[config.mk]
export PLATFORM = sky130hd
export DESIGN_NAME = gfp_parity_gen
export DESIGN_NICKNAME = d
export VERILOG_FILES = /design/src/rtl/gfp_pkg.sv /design/src/rtl/gfp_gf_mul.sv /design/src/rtl/gfp_seq.sv /design/src/rtl/gfp_lane.sv /design/src/rtl/gfp_parity_gen.sv
export SDC_FILE = /design/constraint.sdc
export NUM_CORES = 1
export LEC_CHECK = 0
export BUFFER_PORTS_ARGS = -buffer_cell sky130_fd_sc_hd__buf_2
export CAP_MARGIN = 10
export CORE_MARGIN = 3
export CORE_UTILIZATION = 54
export CTS_CLUSTER_SIZE = 16
export DETAILED_ROUTE_END_ITERATION = 6
export PLACE_DENSITY = 0.79
export SYNTH_ARGS = -nofsm -noshare
export SYNTH_HDL_FRONTEND = slang
export SYNTH_HIERARCHICAL = 1
export SYNTH_SLANG_ARGS = --single-unit
[constraint.sdc]
create_clock -name clk -period 6.2 [get_ports clk]
set_clock_uncertainty 0.1 [all_clocks]
set_input_delay 0.62 -clock clk [delete_from_list [all_inputs] [get_ports clk]]
set_output_delay 0.62 -clock clk [all_outputs]
set_load 0.05 [all_outputs]
[src/rtl/gfp_pkg.sv]
package gfp_pkg;
  typedef logic [7:0] gf_byte_t;

  typedef struct packed {
    logic     first;
    logic     final_beat;
    gf_byte_t q_weight;
  } beat_info_t;
endpackage

[src/rtl/gfp_gf_mul.sv]
module gfp_gf_mul
  import gfp_pkg::*;
(
  input  gf_byte_t a,
  input  gf_byte_t b,
  input  gf_byte_t poly,
  output gf_byte_t y
);
  gf_byte_t r;

  // MSB-first shift and conditional reduce, eight steps
  always_comb begin
    r = '0;
    for (int i = 7; i >= 0; i--) begin
      r = {r[6:0], 1'b0} ^ (r[7] ? poly : 8'h00);
      if (b[i]) r = r ^ a;
    end
  end

  assign y = r;
endmodule

[src/rtl/gfp_seq.sv]
module gfp_seq
  import gfp_pkg::*;
#(
  parameter int MAX_SRC = 16,
  parameter int CNT_W   = $clog2(MAX_SRC),
  parameter int IDX_W   = $clog2(MAX_SRC + 4)
) (
  input  logic               clk,
  input  logic               rst,
  input  logic               accept,
  input  logic [CNT_W-1:0]   cnt_m1,
  input  logic               dual_req,
  input  logic               cont,
  input  logic [MAX_SRC*8-1:0] coef_vec,
  output beat_info_t         info,
  output logic               dual_eff
);
  gf_byte_t         coef_arr [MAX_SRC];
  logic [IDX_W-1:0] idx;
  logic [IDX_W-1:0] n_src, eff_n, extra, total, ext_pos;
  logic             one_src;

  for (genvar k = 0; k < MAX_SRC; k++) begin : g_coef
    assign coef_arr[k] = coef_vec[k*8 +: 8];
  end

  always_comb begin
    n_src    = IDX_W'(cnt_m1) + IDX_W'(1);
    one_src  = (cnt_m1 == '0);
    eff_n    = one_src ? IDX_W'(2) : n_src;
    dual_eff = dual_req & ~one_src;
    extra    = cont ? (dual_eff ? IDX_W'(3) : IDX_W'(1)) : '0;
    total    = eff_n + extra;
    ext_pos  = idx - eff_n;

    info.first      = (idx == '0);
    info.final_beat = (idx == total - IDX_W'(1));
    if (idx < eff_n) begin
      if (one_src && idx == IDX_W'(1)) info.q_weight = 8'h00;
      else                             info.q_weight = coef_arr[idx[CNT_W-1:0]];
    end else if (dual_eff) begin
      info.q_weight = (ext_pos == IDX_W'(2)) ? 8'h01 : 8'h00;
    end else begin
      info.q_weight = 8'h01;
    end
  end

  always_ff @(posedge clk) begin
    if (rst)         idx <= '0;
    else if (accept) idx <= info.final_beat ? '0 : idx + IDX_W'(1);
  end
endmodule

[src/rtl/gfp_lane.sv]
module gfp_lane
  import gfp_pkg::*;
(
  input  logic     clk,
  input  logic     rst,
  input  logic     accept,
  input  logic     first,
  input  logic     final_beat,
  input  logic     dual_eff,
  input  gf_byte_t poly,
  input  gf_byte_t weight,
  input  gf_byte_t din,
  output gf_byte_t p_out,
  output gf_byte_t q_out
);
  gf_byte_t acc_p, acc_q, prod, nxt_p, nxt_q;

  gfp_gf_mul u_mul (.a(din), .b(weight), .poly(poly), .y(prod));

  assign nxt_p = first ? din  : (acc_p ^ din);
  assign nxt_q = first ? prod : (acc_q ^ prod);

  always_ff @(posedge clk) begin
    if (rst) begin
      acc_p <= '0;
      acc_q <= '0;
      p_out <= '0;
      q_out <= '0;
    end else if (accept) begin
      acc_p <= nxt_p;
      acc_q <= nxt_q;
      if (final_beat) begin
        p_out <= dual_eff ? nxt_p : 8'h00;
        q_out <= nxt_q;
      end
    end
  end
endmodule

[src/rtl/gfp_parity_gen.sv]
module gfp_parity_gen
  import gfp_pkg::*;
#(
  parameter int LANES   = 4,
  parameter int MAX_SRC = 16,
  localparam int CNT_W  = $clog2(MAX_SRC),
  localparam int DW     = LANES * 8
) (
  input  logic                 clk,
  input  logic                 rst,
  input  logic [7:0]           poly_low,
  input  logic [CNT_W-1:0]     cfg_count_m1,
  input  logic                 cfg_dual,
  input  logic                 cfg_cont,
  input  logic [MAX_SRC*8-1:0] coef_vec,
  input  logic                 in_valid,
  output logic                 in_ready,
  input  logic [DW-1:0]        in_data,
  input  logic                 in_last,
  output logic                 out_valid,
  input  logic                 out_ready,
  output logic [DW-1:0]        out_p,
  output logic [DW-1:0]        out_q,
  output logic                 out_last
);
  beat_info_t info;
  logic       dual_eff;
  logic       accept;

  assign in_ready = ~out_valid | out_ready;
  assign accept   = in_valid & in_ready;

  gfp_seq #(.MAX_SRC(MAX_SRC), .CNT_W(CNT_W)) u_seq (
    .clk(clk), .rst(rst), .accept(accept), .cnt_m1(cfg_count_m1),
    .dual_req(cfg_dual), .cont(cfg_cont), .coef_vec(coef_vec),
    .info(info), .dual_eff(dual_eff)
  );

  for (genvar l = 0; l < LANES; l++) begin : g_lane
    gfp_lane u_lane (
      .clk(clk), .rst(rst), .accept(accept), .first(info.first),
      .final_beat(info.final_beat), .dual_eff(dual_eff), .poly(poly_low),
      .weight(info.q_weight), .din(in_data[l*8 +: 8]),
      .p_out(out_p[l*8 +: 8]), .q_out(out_q[l*8 +: 8])
    );
  end

  always_ff @(posedge clk) begin
    if (rst) begin
      out_valid <= 1'b0;
      out_last  <= 1'b0;
    end else if (accept && info.final_beat) begin
      out_valid <= 1'b1;
      out_last  <= in_last;
    end else if (out_ready) begin
      out_valid <= 1'b0;
    end
  end
endmodule

==> reports/results.ini <==
[run_status]
status=completed

[grt]
grt.total_usage_pct=26.62
grt_pass1_vias=15514
antenna_found_initial=1
grt_start_max_net_pins=59
overflow=0
grt_pass1_wl_um=74080

[clock_tree]
cts_max_level=4
clock_tree.root_cell=clkbuf_16
cts_max_path_buffers=2
clk_latency_ps=450
cts_sinks=135
clk_pin_slew_ps=70
numCtsBuffers=17
cts_tree=built

[die]
start_util_pct=55.61
ios=246
dieArea_um2=33080
die_h_um=181.9
fp-row-count=63
core_area_um2=30030
die_w_um=181.9

[logic_synthesis]
synth_edf_count=0
synth.avg_cell_area_um2=7.972
syn_area_um2=16700
ys_types=76
yosys_warnings=6
async_flop_share_pct=0
ys.flop_type=dfxtp_1
yosysSeqAreaShare_pct=16.18
ys_ff_latch=135
syn_nets=2291
synthCells=2095

[pwr]
vdd_drop_max_v=0.0003590
p_leak_nw=7.755
power.density_nw_per_um2=570.6
total_power_mw=10.80

[timing]
relSlewSlack_pct=40.59
final_hold_viol_count=0
grt_setup_unrepaired=yes
post-route-period-util_pct=95.65
setup_violations=0
period_needed_ps=5930
drv_slew=0
fmax_ghz=0.1686
worst_pin_slew_ps=891.1

[setup_path]
r2r_start=u_seq/idx[0]$_SDFFE_PP0P_
endpoint_kind=flop
rrSetupSlack_ps=480
path_buf_inv=6
r2r_end=g_lane[1].u_lane/q_out[4]$_SDFFE_PP0P_
path_common_cell=xnor2_1
critPathMaxStageDelay_ps=520
worstPathMaxFanout=14
cp-start-kind=input pin
crit_arrival_ps=6190
worstPathRequired_ps=6460
crit_slowest_cell=xnor3_1
ff2ff_path_depth=19
crit_family=XOR/XNOR gates
path_class=in -> reg

[placed_design]
dpl.cell_count=2637
dp_hpwl_um=33050
numPortBuffers=245
gp_routability_congestion=0.9332

[layout]
fin_util_pct=63.04
mostFrequentLayoutCells=nand2_1 (391), xnor2_1 (306), buf_2 (244)
synthToLayoutAreaGrowth_pct=13.35
drive_gt1_share_pct=24.53
nets=2470
final_common_cell=nand2_1
finalNonFillerCells=2678

[flow_run]
drv_cap=0

[detailed_routing]
drt-wirelength-per-cell_um=17.09
ant_nets=0
remaining_drc_errors=0
vias=15826
drtPass1Iterations=7
drtIter0Drc=1219
drt_wl_total_um=45770
via_per_inst=5.910

[min_path]
hold_end=out_last$_SDFFE_PP0P_
hold_path.startpoint=in_last
worstHoldPathCells=3
worstHoldPathType=in -> reg

worst reg2reg max path, delay by kind of cell, from the launching register on:
kind / cells / cell delay [ps]
flops: 1 / 480
buf+inv: 3 / 640
simple gates: 4 / 640
xor+xnor: 6 / 1780
mux: 3 / 1420
compound gates: 3 / 560
metal layers:
layer  global-route usage [%]  wire, um  vias up
met3                    3.385      3009      105
met1                    31.39     18160     7476
met4                    11.43      1658        2
met2                    48.32     22930      666
li1                         -         -     7577
met5                        0        17        -
state kept, by name, summed over array words and instances (netlist names):
| signal | cells |
|---|---|
| out_valid | 1 |
| g_lane.u_lane/acc_p | 32 |
| g_lane.u_lane/p_out | 32 |
| out_last | 1 |
| g_lane.u_lane/acc_q | 32 |
| u_seq/idx | 5 |
| g_lane.u_lane/q_out | 32 |
worst max path at each step:
stage / from / endpoint / slack, ps / cells past startpoint
global placement: cfg_count_m1[0] / g_lane[1].u_lane/acc_q[6]$_SDFFE_PP0P_ / 30 / 27
CTS: cfg_count_m1[0] / g_lane[1].u_lane/q_out[1]$_SDFFE_PP0P_ / 220 / 27
floorplan: cfg_count_m1[0] / g_lane[0].u_lane/acc_q[6]$_SDFFE_PP0P_ / 290 / 26
detailed placement: cfg_count_m1[0] / g_lane[0].u_lane/acc_q[6]$_SDFFE_PP0P_ / -160 / 27
finish: cfg_count_m1[0] / g_lane[1].u_lane/q_out[4]$_SDFFE_PP0P_ / 270 / 28
global route: cfg_count_m1[0] / g_lane[1].u_lane/q_out[4]$_SDFFE_PP0P_ / -200 / 27
logic make-up (layout without fill, tap and decap cells):
| kind of cell | count (synthesis) | after routing | synth area share (%) |
|---|---|---|---|
| xor gates and xnor gates | 438 | 438 | 25.27 |
| adders and majority gates | 17 | 17 | 1.363 |
| DFF | 135 | 135 | 16.18 |
| AOI/OAI and AO/OA | 454 | 454 | 21.05 |
| buffers and inverters | 226 | 418 | 7.529 |
| muxes | 50 | 50 | 6.360 |
| and+or+nand+nor | 775 | 775 | 22.25 |
| other | 0 | 1 | 0 |
final cells by class:
type | count | area (um2)
inverters | 51 | 191.4
clock buffers | 22 | 484.2
clock inverters | 10 | 142.6
fillers | 2506 | 11100
flip-flops and latches | 135 | 2704
multi-input cells | 1734 | 12880
repair buffers | 335 | 2042
well taps | 390 | 488.0
diodes | 1 | 2.502
Yosys cell counts, drive strengths merged, types with 5 or more instances:
cell type / number / area (um2)
a211o: 8 / 70.07
a211oi: 32 / 320.3
a21bo: 13 / 130.1
a21o: 9 / 67.56
a21oi: 38 / 209.0
a221oi: 8 / 120.1
a22oi: 8 / 60.06
a2bb2oi: 36 / 315.3
a31oi: 28 / 175.2
a32oi: 24 / 210.2
and2: 35 / 222.7
buf: 103 / 795.8
clkbuf: 72 / 270.3
dfxtp: 135 / 2703
ha: 15 / 187.7
inv: 51 / 191.4
mux2: 5 / 56.30
mux2i: 6 / 60.06
mux4: 39 / 945.9
nand2: 399 / 1538
nand2b: 37 / 239.0
nand3: 19 / 95.09
nand3b: 17 / 157.7
nand4: 7 / 43.79
nor2: 144 / 570.6
nor2b: 53 / 381.6
nor3: 21 / 105.1
nor3b: 11 / 102.6
o211a: 12 / 120.1
o211ai: 31 / 232.7
o21ai: 114 / 570.6
o21bai: 8 / 60.06
o22ai: 5 / 31.28
o2bb2ai: 32 / 280.3
o311ai: 20 / 265.3
o31ai: 5 / 37.54
or2: 8 / 50.05
or3b: 8 / 80.07
xnor2: 330 / 3010
xnor3: 17 / 382.9
xor2: 91 / 827.0
where the power goes:
group	switching (mW)	total [mW]	internal, mW	leakage (nW)
registers	0.0508	1.03	0.976	1.10
clock network	0.430	1.11	0.677	0.295
logic	4.56	8.67	4.11	6.36
what timing repair did:
action	CTS	global route
resized for setup	0	13
hold buffers	0	0
endpoints found under the setup margin	0	59
buffers inserted	0	8
endpoints found under the hold margin	0	0
metrics by stage:
step                hold slack (ps)  setup WS (ps)  area, um2  setup TNS, ps
floorplan                     347.3          286.4      16700              0
global placement              340.4          33.07      18120              0
detailed placement            341.7         -164.0      18120          -2579
CTS                           336.5          222.1      18750              0
global route                  361.4         -195.8      18930         -649.7
finish                        336.4          269.7      18930              0
No activity file was read; power rests on OpenSTA's default activity.
